<file path="src/rtl/dram_pc_pkg.sv">
// Shared constants and command encoding for the DRAM page controller.
// Assumes a fixed 2K-byte page and quad-word-aligned addresses.
package dram_pc_pkg;
    localparam int ADDR_LO   = 3;
    localparam int ADDR_HI   = 26;
    localparam int MA_W      = 14;
    localparam int MA_NARROW = 12;
    localparam int BANK_W    = 2;
    localparam int NBANK     = 1 << BANK_W;

    typedef enum logic [2:0] {
        CMD_NOP = 3'd0,
        CMD_PRE = 3'd1,
        CMD_ACT = 3'd2,
        CMD_RD  = 3'd3,
        CMD_WR  = 3'd4
    } dram_cmd_e;

    typedef enum logic [2:0] {
        S_IDLE, S_PRE, S_ACT, S_COL, S_CLOSE
    } ctl_state_e;
endpackage

</file>
<file path="src/rtl/dram_addr_map.sv">
// Combinational address mapper: splits an address into row word, column
// word and bank. Assumes the size selector and wide enable are static.
module dram_addr_map
    import dram_pc_pkg::*;
(
    input  logic [ADDR_HI:ADDR_LO] addr_i,
    input  logic [1:0]             size_sel_i,
    input  logic                   wide_i,
    input  logic                   init_i,
    output logic [MA_W-1:0]        row_ma_o,
    output logic [MA_W-1:0]        col_ma_o,
    output logic [BANK_W-1:0]      bank_o
);
    localparam int HI_W = MA_W - MA_NARROW;

    logic [MA_W-1:0] keep_mask;
    logic            c12, c11, c9, c8;

    // Picks the size-dependent column sources.
    always_comb begin
        c12 = (size_sel_i == 2'd0) ? addr_i[26] : addr_i[11];
        c11 = (size_sel_i == 2'd0) ? addr_i[11] : addr_i[25];
        case (size_sel_i)
            2'd0:    c9 = addr_i[11];
            2'd1:    c9 = addr_i[24];
            default: c9 = addr_i[26];
        endcase
        case (size_sel_i)
            2'd0:    c8 = addr_i[11];
            2'd1:    c8 = addr_i[22];
            2'd2:    c8 = addr_i[23];
            default: c8 = addr_i[25];
        endcase
    end

    // Builds the masked row/column words and the bank index.
    always_comb begin
        keep_mask = wide_i ? {MA_W{1'b1}} : {{HI_W{1'b0}}, {MA_NARROW{1'b1}}};
        row_ma_o  = {addr_i[24], addr_i[23], addr_i[11], addr_i[22:12]} & keep_mask;
        col_ma_o  = {addr_i[23], c12, c11, init_i, c9, c8, addr_i[10:3]} & keep_mask;
        bank_o    = {wide_i & addr_i[23], addr_i[11]};
    end
endmodule

</file>
<file path="src/rtl/dram_page_tbl.sv">
// Open-page table: one valid flag and one stored row per bank, a lookup
// port, and a finder for the lowest-numbered open bank.
// Assumes set and clear never target the table in the same cycle.
module dram_page_tbl #(
    parameter int NBANK = 4,
    parameter int ROW_W = 14,
    localparam int BW   = $clog2(NBANK)
) (
    input  logic             clk,
    input  logic             rst_n,
    input  logic [BW-1:0]    lk_bank_i,
    input  logic [ROW_W-1:0] lk_row_i,
    output logic             lk_open_o,
    output logic             lk_match_o,
    output logic [ROW_W-1:0] lk_row_o,
    input  logic             set_en_i,
    input  logic [BW-1:0]    set_bank_i,
    input  logic [ROW_W-1:0] set_row_i,
    input  logic             clr_en_i,
    input  logic [BW-1:0]    clr_bank_i,
    output logic             any_open_o,
    output logic [BW-1:0]    first_bank_o,
    output logic [ROW_W-1:0] first_row_o
);
    logic             vld_q [NBANK];
    logic [ROW_W-1:0] row_q [NBANK];

    for (genvar g = 0; g < NBANK; g++) begin : g_bank
        // Holds one bank's open flag and open row.
        always_ff @(posedge clk) begin
            if (!rst_n) begin
                vld_q[g] <= 1'b0;
                row_q[g] <= '0;
            end else if (set_en_i && set_bank_i == BW'(g)) begin
                vld_q[g] <= 1'b1;
                row_q[g] <= set_row_i;
            end else if (clr_en_i && clr_bank_i == BW'(g)) begin
                vld_q[g] <= 1'b0;
            end
        end
    end

    // Looks up the requested bank.
    always_comb begin
        lk_open_o  = vld_q[lk_bank_i];
        lk_row_o   = row_q[lk_bank_i];
        lk_match_o = lk_open_o && (row_q[lk_bank_i] == lk_row_i);
    end

    // Finds the lowest-numbered open bank.
    always_comb begin
        any_open_o   = 1'b0;
        first_bank_o = '0;
        first_row_o  = '0;
        for (int i = NBANK - 1; i >= 0; i--) begin
            if (vld_q[i]) begin
                any_open_o   = 1'b1;
                first_bank_o = BW'(i);
                first_row_o  = row_q[i];
            end
        end
    end

    assert_set_clr_excl_R10: assert property (@(posedge clk) disable iff (!rst_n)
        !(set_en_i && clr_en_i));
    assert_clr_only_open_R10: assert property (@(posedge clk) disable iff (!rst_n)
        clr_en_i |-> vld_q[clr_bank_i]);
endmodule

</file>
<file path="src/rtl/dram_page_ctl.sv">
// DRAM page-mode address controller top: accepts one request at a time,
// classifies it as hit, miss or cold, and sequences precharge/activate/
// column commands on a multiplexed address bus. Pages are closed between
// requests according to the retention policy inputs.
// Assumes the configuration inputs are static out of reset.
module dram_page_ctl
    import dram_pc_pkg::*;
(
    input  logic                   clk,
    input  logic                   rst_n,
    input  logic                   req_valid_i,
    output logic                   req_ready_o,
    input  logic [ADDR_HI:ADDR_LO] req_addr_i,
    input  logic                   req_write_i,
    input  logic                   init_mode_i,
    input  logic                   keep_open_i,
    input  logic                   host_idle_i,
    input  logic                   pci_owns_i,
    input  logic [1:0]             dev_size_i,
    input  logic                   wide_ma_i,
    output logic [MA_W-1:0]        ma_o,
    output logic [BANK_W-1:0]      ba_o,
    output logic                   cmd_valid_o,
    output logic [2:0]             cmd_o,
    output logic                   col_phase_o
);
    ctl_state_e        state_q, state_d;
    logic [MA_W-1:0]   map_row, map_col, lk_row, first_row;
    logic [BANK_W-1:0] map_bank, first_bank;
    logic              lk_open, lk_match, any_open;
    logic              accept, close_want;
    logic [MA_W-1:0]   q_row, q_col, q_old;
    logic [BANK_W-1:0] q_bank;
    logic              q_wr;
    dram_cmd_e         cmd_d;

    dram_addr_map u_map (
        .addr_i     (req_addr_i),
        .size_sel_i (dev_size_i),
        .wide_i     (wide_ma_i),
        .init_i     (init_mode_i),
        .row_ma_o   (map_row),
        .col_ma_o   (map_col),
        .bank_o     (map_bank)
    );

    dram_page_tbl #(.NBANK(NBANK), .ROW_W(MA_W)) u_tbl (
        .clk          (clk),
        .rst_n        (rst_n),
        .lk_bank_i    (map_bank),
        .lk_row_i     (map_row),
        .lk_open_o    (lk_open),
        .lk_match_o   (lk_match),
        .lk_row_o     (lk_row),
        .set_en_i     (accept && !lk_match),
        .set_bank_i   (map_bank),
        .set_row_i    (map_row),
        .clr_en_i     (close_want),
        .clr_bank_i   (first_bank),
        .any_open_o   (any_open),
        .first_bank_o (first_bank),
        .first_row_o  (first_row)
    );

    // Decides request acceptance and policy-driven closing.
    always_comb begin
        accept     = (state_q == S_IDLE) && req_valid_i;
        close_want = (state_q == S_IDLE) && !req_valid_i && !keep_open_i
                     && host_idle_i && !pci_owns_i && any_open;
    end

    // Computes the next sequencing state.
    always_comb begin
        state_d = state_q;
        case (state_q)
            S_IDLE: begin
                if (accept)
                    state_d = lk_match ? S_COL : (lk_open ? S_PRE : S_ACT);
                else if (close_want)
                    state_d = S_CLOSE;
            end
            S_PRE:   state_d = S_ACT;
            S_ACT:   state_d = S_COL;
            default: state_d = S_IDLE;
        endcase
    end

    // Registers the state and the captured request or close target.
    always_ff @(posedge clk) begin
        if (!rst_n) begin
            state_q <= S_IDLE;
            q_row   <= '0;
            q_col   <= '0;
            q_old   <= '0;
            q_bank  <= '0;
            q_wr    <= 1'b0;
        end else begin
            state_q <= state_d;
            if (accept) begin
                q_row  <= map_row;
                q_col  <= map_col;
                q_old  <= lk_row;
                q_bank <= map_bank;
                q_wr   <= req_write_i;
            end else if (close_want) begin
                q_old  <= first_row;
                q_bank <= first_bank;
            end
        end
    end

    // Drives the command, address word and phase from the state.
    always_comb begin
        cmd_d       = CMD_NOP;
        ma_o        = '0;
        col_phase_o = 1'b0;
        case (state_q)
            S_PRE, S_CLOSE: begin cmd_d = CMD_PRE; ma_o = q_old; end
            S_ACT:          begin cmd_d = CMD_ACT; ma_o = q_row; end
            S_COL: begin
                cmd_d       = q_wr ? CMD_WR : CMD_RD;
                ma_o        = q_col;
                col_phase_o = 1'b1;
            end
            default: ;
        endcase
        cmd_o       = cmd_d;
        cmd_valid_o = (state_q != S_IDLE);
        ba_o        = cmd_valid_o ? q_bank : '0;
        req_ready_o = (state_q == S_IDLE);
    end

    assert_act_then_col_R7: assert property (@(posedge clk) disable iff (!rst_n)
        (cmd_valid_o && cmd_o == CMD_ACT) |=> (cmd_valid_o && col_phase_o));
    assert_miss_pre_act_R7: assert property (@(posedge clk) disable iff (!rst_n)
        (state_q == S_PRE) |=> (cmd_valid_o && cmd_o == CMD_ACT));
    assert_bank_steady_R12: assert property (@(posedge clk) disable iff (!rst_n)
        (!req_ready_o && $past(!req_ready_o)) |-> $stable(ba_o));
    assert_init_col_R3: assert property (@(posedge clk) disable iff (!rst_n)
        (cmd_valid_o && col_phase_o) |-> (ma_o[10] == init_mode_i));
    assert_close_cond_R10: assert property (@(posedge clk) disable iff (!rst_n)
        (state_q == S_CLOSE) |-> $past(!keep_open_i && host_idle_i && !pci_owns_i));
    assert_narrow_R5: assert property (@(posedge clk) disable iff (!rst_n)
        !wide_ma_i |-> (ma_o[13:12] == 2'b00 && !ba_o[1]));
endmodule

</file>
<file path="config.mk">
export PLATFORM = sky130hd
export DESIGN_NAME = dram_page_ctl
export DESIGN_NICKNAME = d
export VERILOG_FILES = /design/src/rtl/dram_pc_pkg.sv /design/src/rtl/dram_addr_map.sv /design/src/rtl/dram_page_tbl.sv /design/src/rtl/dram_page_ctl.sv
export SDC_FILE = /design/constraint.sdc
export NUM_CORES = 1
export LEC_CHECK = 0
export BUFFER_PORTS_ARGS = -buffer_cell sky130_fd_sc_hd__buf_2
export CORE_AREA = 8 8 109 111
export CTS_CLUSTER_SIZE = 8
export DETAILED_ROUTE_END_ITERATION = 10
export DIE_AREA = 0 0 117 119
export PLACE_DENSITY = 0.9
export SETUP_SLACK_MARGIN = 0.3
export SLEW_MARGIN = 20
export SYNTH_ARGS = -nofsm -noshare
export SYNTH_HDL_FRONTEND = slang
export SYNTH_SLANG_ARGS = --single-unit
</file>
<file path="constraint.sdc">
create_clock -name clk -period 6.91 [get_ports clk]
set_clock_uncertainty 0.2 [all_clocks]
set_input_delay 0.3455 -clock clk [delete_from_list [all_inputs] [get_ports clk]]
set_output_delay 0.3455 -clock clk [all_outputs]
set_load 0.05 [all_outputs]
</file>
==> results.json <==
{
  "status": "finished clean",
  "die-area_um2": 13900,
  "p_seq_share_pct": 51.0,
  "grt_overflow": 0,
  "port_buffers": 56,
  "finalMaxSlewViolations": 0,
  "synth_seq_area_share_pct": 46.1,
  "regArea_um2": 2730,
  "vias_per_cell": 6.51,
  "synth_area_um2": 5920,
  "initial_core_util_pct": 58.7,
  "root_buffer": "clkbuf_8",
  "r2r_start": "u_tbl.vld_q[0]",
  "antenna_cells": 0,
  "crit_top_cell": "buf_4",
  "clk_pin_slew_worst_paths_ns": 0.11,
  "whs_endpoint": "q_col[7]",
  "wl_mm": 16.0,
  "ios": 57,
  "power_frac_comb_pct": 23.6,
  "grt_pass1_wl_mm": 25.3,
  "dp_hpwl_mm": 11.1,
  "drive_gt1_share_pct": 20.2,
  "hold_depth": 3,
  "synth_commonest_cells": "nand2_1 (108), edfxtp_1 (59), dfxtp_1 (48)",
  "power_frac_clock_pct": 25.4,
  "synth_area_leaders": "edfxtp_1 (30%), dfxtp_1 (16%), nand2_1 (6.8%)",
  "synthDominantCellAreaShare_pct": 29.9,
  "period_share_pct": 50.8,
  "crit_arrival_ns": 3.43,
  "rows": 37,
  "r2r_setup_slack_ns": 3.40,
  "switching_share_pct": 33.8,
  "nNetsFinal": 673,
  "cpMaxStageDelayCell": "edfxtp_1",
  "grt_use_total_pct": 23.0,
  "clk-insertion-delay-late_ns": 0.38,
  "fillers": 788,
  "synth_top_area_cell": "edfxtp_1",
  "drt_iter0_markers": 819,
  "fin_tns_setup_ns": 0,
  "grt_pass1_vias": 4792,
  "finalCriticalPeriod_ns": 3.51,
  "drv_cap": 0,
  "fmax_ghz": 0.285,
  "worstRegToRegCells": 6,
  "crit_chain": "clkinv_1 -> mux4_2 -> nor4_4 -> buf_4 -> o41ai_2 -> buf_4",
  "power.density_nw_per_um2": 239,
  "synth_ff_type": "edfxtp_1",
  "yosys_warnings": 0,
  "synth.most_common_cell": "nand2_1",
  "grt_max_degree": 58,
  "wl_per_cell_um": 20.6,
  "syn-instance-count": 607,
  "cts-buffers-inserted": 9,
  "final_core_utilization_pct": 64.3,
  "coreArea_um2": 10100,
  "synth_edf_count": 59,
  "crit_path_max_fanout": 40,
  "ys_types": 58,
  "critPathKind": "reg2reg",
  "tightest_slew_ns": 1.14,
  "grt_setup_unrepaired": "no",
  "min_from": "req_addr_i[10]",
  "drt_pass1_iterations": 6,
  "drcViolationCount": 0,
  "area_growth_pct": 9.48,
  "gp_congestion": 0.998,
  "clockBufferDepth": 2,
  "relSlewSlack_pct": 24.0,
  "leakage_nw": 2.34,
  "ys_ff_latch": 107,
  "setup_viol": 0,
  "startpoint_type": "flip-flop",
  "post_cts_buffers": 0,
  "htreeDepth": 3,
  "chipHeight_um": 119,
  "syn_area_per_cell_um2": 9.76,
  "cts_tree": "built",
  "numClockSinks": 107,
  "p_sw_w": 0.000524,
  "multi_input_area_um2": 2940,
  "num_vias": 5069,
  "synthArstFlopShare_pct": 0,
  "hold_path.class": "in2reg",
  "r2r-end": "u_tbl.row_q[2][9]",
  "crit_required_ns": 6.83,
  "antenna_found_initial": 0,
  "worstSetupEndpointType": "flip-flop",
  "cp_slowest_stage_delay_ns": 0.85,
  "die_w_um": 117,
  "hold_viol": 0,
  "ir_worst_vdd_uv": 159,
  "ant_nets": 0,
  "p_int_w": 0.00103
}
## worst max path at each step
stage | start | to | slack, ns
after floorplan | state_q[2] | u_tbl.row_q[2][0] | 2.42
after global placement | wide_ma_i | u_tbl.row_q[3][12] | 3.12
after detailed placement | wide_ma_i | u_tbl.row_q[1][3] | 3.13
after CTS | state_q[1] | u_tbl.row_q[1][12] | 3.26
after global routing | state_q[1] | q_old[12] | 3.23
final | u_tbl.vld_q[0] | u_tbl.row_q[2][9] | 3.40
## power groups by stage
| stage | Clock (W) | Sequential (W) | Combinational [W] |
|---|---|---|---|
| after floorplan | 0 | 0.000764 | 0.000292 |
| after global placement | 0 | 0.000798 | 0.000346 |
| after detailed placement | 0 | 0.000801 | 0.000357 |
| after CTS | 0.000394 | 0.000786 | 0.000361 |
| after global routing | 0.000420 | 0.000796 | 0.000392 |
| final | 0.000394 | 0.000790 | 0.000365 |
## per-stage QoR
step	area (um2)	cells	hold slack (ns)	power (W)	worst slack [ns]
global placement	6210	757	0.240	0.00114	3.12
detailed placement	6230	758	0.247	0.00116	3.13
global route	6480	779	0.0161	0.00161	3.23
finish	6480	779	0.000234	0.00155	3.40
floorplan	5930	610	0.228	0.00106	2.42
CTS	6480	779	0.00216	0.00154	3.26
## cell usage in the layout, fill, tap and decap left out, types with 5 or more instances in the layout
master,count
buf_4,8
edfxtp_1,59
o21ai_0,21
nand3_1,8
a22oi_1,19
buf_2,56
o31ai_1,8
nand2_1,107
xnor2_1,11
dfxtp_1,48
clkbuf_8,9
a21oi_1,43
a221oi_1,18
mux2_2,17
inv_1,8
o22ai_1,6
mux2i_1,10
nor3_1,12
nor2_1,40
nor4_2,10
nor3b_1,30
dlygate4sd3_1,5
mux4_2,10
## worst max-delay path: cells and delay by family (launching register included)
kind | cells | cell delay (ns)
and+or+nand+nor | 1 | 0.29
DFF | 1 | 0.85
muxes | 1 | 0.67
buffers and inverters | 3 | 1.12
AOI/OAI and AO/OA | 1 | 0.10
## cells by family after synthesis
| family | Yosys count | synth area share, % |
|---|---|---|
| simple gates | 246 | 22.1 |
| compound gates | 138 | 15.1 |
| flops | 107 | 46.1 |
| buf+inv | 64 | 4.94 |
| mux | 40 | 10.1 |
| xor+xnor | 11 | 1.63 |
| other cells | 1 | 0.0633 |
## layer usage
layer | GRT usage (%) | share of wire (%) | vias up
met5 | 0 | 0 | -
met4 | 9.29 | 2.7 | 0
met3 | 4.35 | 12 | 48
met2 | 33.9 | 44 | 363
met1 | 32.2 | 41 | 2348
li1 | - | - | 2310
## repair_timing
action,in CTS,in global routing
endpoints found under the hold margin,5,0
gates resized for setup,0,0
hold buffers,5,0
## state kept, by name, indices dropped and copies added, names as in the netlist
register / flops
q_old: 14
q_col: 13
state_q: 3
u_tbl.vld_q: 4
q_row: 14
q_bank: 2
q_wr: 1
u_tbl.row_q: 56
## final cells by class
cell class | instances | area share [%]
multi-input cells | 439 | 45.3
clock inverters | 7 | 1.16
clock buffers | 9 | 1.91
flip-flops and latches | 107 | 42.1
inverters | 11 | 0.675
repair buffers | 70 | 6.19
well taps | 136 | 2.62
(Power assumes the default switching activity.)
